$ cat config.mk
export PLATFORM = sky130hd
export DESIGN_NAME = dly_prog_ctrl
export DESIGN_NICKNAME = d
export VERILOG_FILES = /design/src/rtl/dly_prog_pkg.sv /design/src/rtl/dly_frame_pack.sv /design/src/rtl/dly_half_tick.sv /design/src/rtl/dly_load_seq.sv /design/src/rtl/dly_prog_ctrl.sv
export SDC_FILE = /design/constraint.sdc
export NUM_CORES = 1
export LEC_CHECK = 0
export ABC_CLOCK_PERIOD_IN_PS = 2000
export CORE_MARGIN = 10
export CORE_UTILIZATION = 33
export CTS_CLUSTER_DIAMETER = 60
export DETAILED_ROUTE_END_ITERATION = 8
export PLACE_DENSITY = 0.59
export SLEW_MARGIN = 15
export SYNTH_ARGS = -nofsm -noshare
export SYNTH_HDL_FRONTEND = slang
export SYNTH_HIERARCHICAL = 1
export SYNTH_SLANG_ARGS = --single-unit
$ cat constraint.sdc
create_clock -name clk -period 2 [get_ports clk]
set_input_delay 0.2 -clock clk [delete_from_list [all_inputs] [get_ports clk]]
set_output_delay 0.2 -clock clk [all_outputs]
set_load 0.01 [all_outputs]
$ cat src/rtl/dly_prog_pkg.sv
package dly_prog_pkg;

  typedef enum logic [2:0] {
    ST_IDLE,
    ST_LOW,
    ST_HIGH,
    ST_GAP,
    ST_LATCH
  } seq_state_t;

endpackage

$ cat src/rtl/dly_frame_pack.sv
module dly_frame_pack #(
  parameter int DLY_W   = 10,
  parameter int PAD_W   = 2,
  parameter int FRAME_W = 2 * (DLY_W + 1) + PAD_W
) (
  input  logic [DLY_W-1:0]   dly_a_i,
  input  logic [DLY_W-1:0]   dly_b_i,
  input  logic               hold_a_i,
  input  logic               hold_b_i,
  output logic [FRAME_W-1:0] frame_o
);

  localparam int CH_W = DLY_W + 1;

  // Channel B field sits at the top so it leaves first.
  assign frame_o[FRAME_W-1 -: CH_W]        = {hold_b_i, dly_b_i};
  assign frame_o[FRAME_W-1-CH_W -: CH_W]   = {hold_a_i, dly_a_i};

  generate
    if (PAD_W > 0) begin : g_pad
      assign frame_o[PAD_W-1:0] = '0;
    end
  endgenerate

endmodule

$ cat src/rtl/dly_half_tick.sv
module dly_half_tick #(
  parameter int HALF = 4
) (
  input  logic clk,
  input  logic rst,
  input  logic run_i,
  output logic tick_o
);

  localparam int HCW = $clog2(HALF) + 1;
  localparam logic [HCW-1:0] LAST = HCW'(HALF - 1);

  logic [HCW-1:0] cnt_q;

  always_ff @(posedge clk) begin
    if (rst || !run_i) begin
      cnt_q <= '0;
    end else if (cnt_q == LAST) begin
      cnt_q <= '0;
    end else begin
      cnt_q <= cnt_q + 1'b1;
    end
  end

  assign tick_o = run_i && (cnt_q == LAST);

endmodule

$ cat src/rtl/dly_load_seq.sv
module dly_load_seq
  import dly_prog_pkg::*;
#(
  parameter int FRAME_W = 24,
  parameter int CNT_W   = $clog2(FRAME_W)
) (
  input  logic               clk,
  input  logic               rst,
  input  logic               start_i,
  input  logic [FRAME_W-1:0] frame_i,
  input  logic               tick_i,
  output logic               ser_data_o,
  output logic               ser_clk_o,
  output logic               xfer_clk_o,
  output logic               busy_o,
  output logic               done_o
);

  localparam logic [CNT_W-1:0] LAST_BIT = CNT_W'(FRAME_W - 1);

  seq_state_t         st_q;
  logic [FRAME_W-1:0] sreg_q;
  logic [CNT_W-1:0]   bit_q;

  always_ff @(posedge clk) begin
    if (rst) begin
      st_q       <= ST_IDLE;
      sreg_q     <= '0;
      bit_q      <= '0;
      ser_data_o <= 1'b0;
      ser_clk_o  <= 1'b0;
      xfer_clk_o <= 1'b0;
      busy_o     <= 1'b0;
      done_o     <= 1'b0;
    end else begin
      done_o <= 1'b0;
      case (st_q)
        ST_IDLE: begin
          if (start_i) begin
            sreg_q     <= frame_i << 1;
            ser_data_o <= frame_i[FRAME_W-1];
            bit_q      <= '0;
            busy_o     <= 1'b1;
            st_q       <= ST_LOW;
          end
        end
        ST_LOW: begin
          if (tick_i) begin
            ser_clk_o <= 1'b1;
            st_q      <= ST_HIGH;
          end
        end
        ST_HIGH: begin
          if (tick_i) begin
            ser_clk_o <= 1'b0;
            if (bit_q == LAST_BIT) begin
              ser_data_o <= 1'b0;
              st_q       <= ST_GAP;
            end else begin
              bit_q      <= bit_q + 1'b1;
              ser_data_o <= sreg_q[FRAME_W-1];
              sreg_q     <= sreg_q << 1;
              st_q       <= ST_LOW;
            end
          end
        end
        ST_GAP: begin
          if (tick_i) begin
            xfer_clk_o <= 1'b1;
            st_q       <= ST_LATCH;
          end
        end
        ST_LATCH: begin
          if (tick_i) begin
            xfer_clk_o <= 1'b0;
            busy_o     <= 1'b0;
            done_o     <= 1'b1;
            st_q       <= ST_IDLE;
          end
        end
        default: st_q <= ST_IDLE;
      endcase
    end
  end


  data_stable_at_rise_chk: assert property (@(posedge clk) disable iff (rst)
    $rose(ser_clk_o) |-> $stable(ser_data_o));


  latch_clk_alone_chk: assert property (@(posedge clk) disable iff (rst)
    xfer_clk_o |-> !ser_clk_o);


  done_single_chk: assert property (@(posedge clk) disable iff (rst)
    done_o |=> !done_o);


  done_after_latch_chk: assert property (@(posedge clk) disable iff (rst)
    done_o |-> (!busy_o && $fell(xfer_clk_o)));


  sclk_only_when_busy_chk: assert property (@(posedge clk) disable iff (rst)
    ser_clk_o |-> busy_o);


  busy_holds_on_start_chk: assert property (@(posedge clk) disable iff (rst)
    (busy_o && start_i && !done_o && !xfer_clk_o) |=> busy_o);

endmodule

$ cat src/rtl/dly_prog_ctrl.sv
module dly_prog_ctrl #(
  parameter int DIV   = 8,
  parameter int DLY_W = 10,
  parameter int PAD_W = 2
) (
  input  logic             clk,
  input  logic             rst,
  input  logic             start_i,
  input  logic [DLY_W-1:0] dly_a_i,
  input  logic [DLY_W-1:0] dly_b_i,
  input  logic             hold_a_i,
  input  logic             hold_b_i,
  input  logic             out_off_i,
  output logic             ser_data_o,
  output logic             ser_clk_o,
  output logic             xfer_clk_o,
  output logic             out_off_o,
  output logic             busy_o,
  output logic             done_o
);

  localparam int HALF    = DIV / 2;
  localparam int FRAME_W = 2 * (DLY_W + 1) + PAD_W;
  localparam int CNT_W   = $clog2(FRAME_W);

  logic [FRAME_W-1:0] frame;
  logic               tick;

  dly_frame_pack #(
    .DLY_W   (DLY_W),
    .PAD_W   (PAD_W),
    .FRAME_W (FRAME_W)
  ) u_pack (
    .dly_a_i  (dly_a_i),
    .dly_b_i  (dly_b_i),
    .hold_a_i (hold_a_i),
    .hold_b_i (hold_b_i),
    .frame_o  (frame)
  );

  dly_half_tick #(
    .HALF (HALF)
  ) u_tick (
    .clk    (clk),
    .rst    (rst),
    .run_i  (busy_o),
    .tick_o (tick)
  );

  dly_load_seq #(
    .FRAME_W (FRAME_W),
    .CNT_W   (CNT_W)
  ) u_seq (
    .clk        (clk),
    .rst        (rst),
    .start_i    (start_i),
    .frame_i    (frame),
    .tick_i     (tick),
    .ser_data_o (ser_data_o),
    .ser_clk_o  (ser_clk_o),
    .xfer_clk_o (xfer_clk_o),
    .busy_o     (busy_o),
    .done_o     (done_o)
  );

  always_ff @(posedge clk) begin
    if (rst) begin
      out_off_o <= 1'b1;
    end else begin
      out_off_o <= out_off_i;
    end
  end


  off_follows_chk: assert property (@(posedge clk) disable iff (rst)
    !$past(rst) |-> (out_off_o == $past(out_off_i)));

endmodule

* Yosys cells after proc, flatten, opt, wreduce, memory -nomap -nowiden *
Cells that the tools add are included.

storage, ports and cells
  bits in registers = 41
  input port bits = 26

operators by class
  add/subtract/negate cells = 2
  equal/unequal tests = 12
  multiplexer cells = 26
  bitwise operators = 1
  reductions and logical operators = 16

operator list
  operator               count
  $mux W24               3
  $pmux W24 S2           1
  $mux W3                5
  $mux W5                3
  $pmux W3 S5            1
  $ne A2 B2 Y1 const B   6
  $reduce_and A3 Y1      4
  $pmux W5 S2            1
  $eq A3 B2 Y1 const B   3
  $pmux W1 S2            4
  $reduce_bool A2 Y1     4
  $mux W1                7
  $add A5 B1 Y5 const B  1
  $eq A5 B5 Y1 const B   1
  $reduce_and A5 Y1      1
  $reduce_and A4 Y1      1
  $reduce_or A2 Y1       2
  $add A3 B1 Y3 const B  1
  $eq A3 B1 Y1 const B   1
  $eq A3 B3 Y1 const B   1
  $logic_not A3 Y1       1
  $mux W2                1
  $logic_and A1 B1 Y1    1
  $logic_not A1 Y1       1
  other kinds (2)        2

* Longest topological paths before layout *
  depth in word-level cells = 4
  depth in mapped cells = 9

* By module *
The synthesis kept the hierarchy.

by module, submodules not included
  module          times used  cells each  area each (µm²)  sequential area each (µm²)
  dly_load_seq    1           206         1815.5           720.7
  dly_frame_pack  1           25          183.9            0.0
  dly_half_tick   1           10          126.4            60.1
  dly_prog_ctrl   1           2           26.3             20.0

* Worst setup path before layout *
No wires, ideal clock.

  kind = register to register
  start point = register u_tick.cnt_q[0]
  end point = register u_seq.sreg_q[14]
  setup time = 89 ps
  arrival time = 1830 ps
  data required time = 1911 ps
  slack = 82 ps
  cell stages (with the launch flop) = 9
  buffers on the path = 2
  cells stage by stage = dfxtp_1 > ha_1 > ha_1 > and2_2 > and4bb_1 > a21bo_4 > buf_6 > buf_2 > a311oi_2

on the way
  cells in the longest elaborated chain, start to end = 4

ends and longest elaborated chain
  item                                line                 RTL
  start, declared                     dly_half_tick.sv:13  logic [HCW-1:0] cnt_q;
  start signal, assigned              dly_half_tick.sv:21  cnt_q <= cnt_q + 1'b1;
  $eq A3 B2 Y1                        dly_half_tick.sv:25  assign tick_o = run_i && (cnt_q == LAST);
  $logic_and A1 B1 Y1                 dly_half_tick.sv:25
  via tick                            dly_prog_ctrl.sv:27  logic tick;
  $ne A2 B2 Y1 (no source line)       -
  $reduce_and A4 Y1 (no source line)  -
  end signal, assigned                dly_load_seq.sv:40   sreg_q <= frame_i << 1;
  end signal, assigned                dly_load_seq.sv:62   sreg_q <= sreg_q << 1;
  end, declared                       dly_load_seq.sv:22   logic [FRAME_W-1:0] sreg_q;

The timed path passes the listed nets, and every way through them passes these cells.
A chain may end at the register's enable or synchronous reset.

* Worst setup path in the final report *
  start point = register u_tick.cnt_q[0]
  end point = register u_seq.sreg_q[20]

Same word-level chain as after synthesis.

==> metrics.csv <==
stage,metric,value,unit
clock_network,clkSlewWorstSetupHoldPaths,0.07,ns
power,seq_power_share,53.1,%
clock_network,cts_sinks,40,
critical_path,endpoint_kind,register,
power,power.total,0.001644,W
timing,fin_setup_tns,0,ns
route,num_vias,1638,
place,placed_area,2417,µm²
synthesis,synthesis.area,2152,µm²
timing,worst_pin_slew,0.5113,ns
timing,fin_skew,0.002344,ns
place,gp_congestion,0.7497,
clock_network,clock_latency,0.29,ns
global_routing,antenna_found_initial,0,
power,leakage,0.9215,nW
finish,nNetsFinal,284,
clock_network,cts_htree_levels,2,
timing,fmax,540.4,MHz
critical_path,crit_chain,"ha_1, ha_2, and2_2, and4bb_2, a21bo_4, buf_12, nor2_1, a311oi_2",
global_routing,grt_use_met1,10.79,%
power,ir_drop,0.3891,mV
critical_path,critical_path.slowest_cell,dfxtp_1,
finish,drive_gt1_share,23.53,%
timing,hold-worst-slack,0.3580,ns
global_routing,overflow,0,
critical_path,cp_data_required_time,2.16,ns
outcome,status,finished clean,
floorplan,fp-row-count,29,
power,clockPowerShare,30.7,%
route,drtAntennaViolNets,0,
floorplan,fp.dieArea,10150,µm²
critical_path,slowest_delay,0.32,ns
global_routing,grt_pass1_vias,1628,
critical_path,critPathKind,reg -> reg,
critical_path,cp.arrival,2.01,ns
finish,fin_area,2505,µm²
floorplan,ios,32,
floorplan,start_util,33.89,%
critical_path,critical-path-top-delay-family,simple AND/OR/NAND/NOR gates,
power,intPower,0.001230,W
synthesis,synth_edf_count,0,
timing,post-route-period-util,92.52,%
critical_path,crit_buf_inv,1,
synthesis,yosys_most_used_dff,dfxtp_1,
synthesis,syn_inst,243,
global_routing,met2_usage,12.58,%
floorplan,coreArea,6350,µm²
global_routing,use_met3,3.635,%
timing,hold_viol,0,
clock_network,clock_path_buffers,2,
place,place.port_buffers,31,
power,power_density,656.3,nW/µm²
synthesis,yosysWarnings,6,
critical_path,cp_max_fo,19,
synthesis,async_reset_ff_share,0,%
route,first_pass_iters,4,
route,routedWlPerCell,12.82,µm
global_routing,grt_pass1_wl,7189,µm
power,swShare,25.18,%
critical_path,crit_path_start_kind,register,
finish,final_cell_mix,"53 x nand2_1, 40 x dfxtp_1, 30 x clkdlybuf4s50_1, 22 x a311oi_2, 21 x nor2_1",
power,p_sw,0.0004140,W
route,viasPerCell,4.934,
finish,area_growth,16.40,%
route,first_iter_violations,121,
place,hpwl,2916,µm
finish,final_common_cell,nand2_1,
global_routing,top_usage_layer,met2,
synthesis,yosysSeqAreaShare,37.21,%
synthesis,ys_seq_elements,40,
global_routing,grt_usage,8.562,%
route,drc,0,
route,wl,4255,µm
floorplan,die_h,100.8,µm
clock_network,root_buffer,clkbuf_8,
timing,min_period,1.850,ns
place,pre_cts_ws,0.02577,ns
worst_hold_path,hold_path.class,in -> reg,
power,pwr-share-comb,16.2,%
job,cap_violations,0,
timing,rsz0062_at_grt,no,
timing,maxSlewHeadroom,65.91,%
synthesis,ys_types,39,
clock_network,cts_hold_buf,0,
clock_network,tritoncts,done,
floorplan,die_width,100.8,µm
clock_network,cts_buffers,5,
finish,n_antenna_cell,0,
timing,setup_ws,0.1495,ns
timing,setup_viol_count_final,0,
synthesis,syn_area_per_cell,8.856,µm²
global_routing,grt_max_degree,26,
timing,finalMaxSlewViolations,0,
==> synthesized netlist by cell type, types with 4 or more instances <==
cell / count / area [µm²]
nor2_2: 10 / 62.56
dfxtp_1: 40 / 800.8
nand2_1: 53 / 198.9
a311oi_2: 22 / 330.3
a21oi_1: 9 / 45.04
inv_1: 4 / 15.01
o21ai_0: 4 / 20.02
nor2_1: 21 / 78.83
buf_4: 25 / 187.7
nand3_1: 4 / 20.02
clkbuf_1: 7 / 26.28
buf_6: 5 / 56.30
==> state kept, by name (all words and copies together), names as in the netlist <==
| register | count |
|---|---|
| u_seq/sreg_q | 23 |
| u_seq/bit_q | 5 |
| u_seq/st_q | 3 |
| u_tick/cnt_q | 3 |
| out_off_o | 1 |
| u_seq/busy_o | 1 |
| u_seq/done_o | 1 |
| u_seq/ser_clk_o | 1 |
| u_seq/ser_data_o | 1 |
| u_seq/xfer_clk_o | 1 |
==> path summary, 6_finish.rpt <==
path	cells after the start	end	slack [ns]	startpoint
setup / recovery	8	u_seq/sreg_q[20]	0.15	u_tick/cnt_q[0]
setup reg to reg	8	u_seq/sreg_q[20]	0.15	u_tick/cnt_q[0]
hold reg to reg	1	u_tick/cnt_q[0]	0.44	u_tick/cnt_q[0]
hold / removal	2	u_seq/st_q[2]	0.36	rst
==> routing by layer <==
layer  share of wire, %  wire, µm  vias to the layer above
li1                   -         -                      834
met1                 50      2108                      763
met2                 42      1799                       36
met3                6.9       294                        5
met4                1.2        52                        0
met5                  0         0                        -
==> cell type report <==
type	instances	area [µm²]
Fill cell	647	3845
Multi-Input combinational cell	159	1055
Sequential cell	40	800.8
Timing Repair Buffer	45	460.4
Tap cell	77	96.34
Clock buffer	6	72.57
Inverter	4	15.01
Clock inverter	1	5.005
==> per-stage QoR <==
step,cells,util (%)
floorplan,244,-
global placement,324,38.07
detailed placement,324,38.07
CTS,331,39.29
global route,332,39.45
finish,332,39.45
==> worst reg2reg max path: cells and delay by family (launching register included) <==
| kind | cells | cell delay (ns) |
|---|---|---|
| AND/OR/NAND/NOR | 3 | 0.53 |
| adder cells (fa/ha/maj) | 2 | 0.39 |
| AO/OA/AOI/OAI | 2 | 0.31 |
| flip-flops | 1 | 0.32 |
| buffers and inverters | 1 | 0.16 |
==> power by group through the flow <==
| stage | Clock [W] | Sequential (W) | Combinational (W) |
|---|---|---|---|
| floorplan | 0 | 0.000888 | 0.000198 |
| global placement | 0 | 0.000890 | 0.000263 |
| detailed placement | 0 | 0.000890 | 0.000268 |
| CTS | 0.000532 | 0.000872 | 0.000269 |
| global route | 0.000560 | 0.000880 | 0.000290 |
| finish | 0.000505 | 0.000873 | 0.000266 |
==> timing repair <==
action / CTS / global route
gates resized for setup: 0 / 2
buffers inserted: 0 / 1
setup endpoints to repair: 0 / 21
==> cells by family after synthesis <==
| group | share of synthesized area, % |
|---|---|
| compound gates | 23.02 |
| fa+ha+maj | 1.744 |
| buf+inv | 14.07 |
| flops | 37.21 |
| other cells | 0.1743 |
| simple gates | 23.78 |
(Power assumes the default switching activity.)
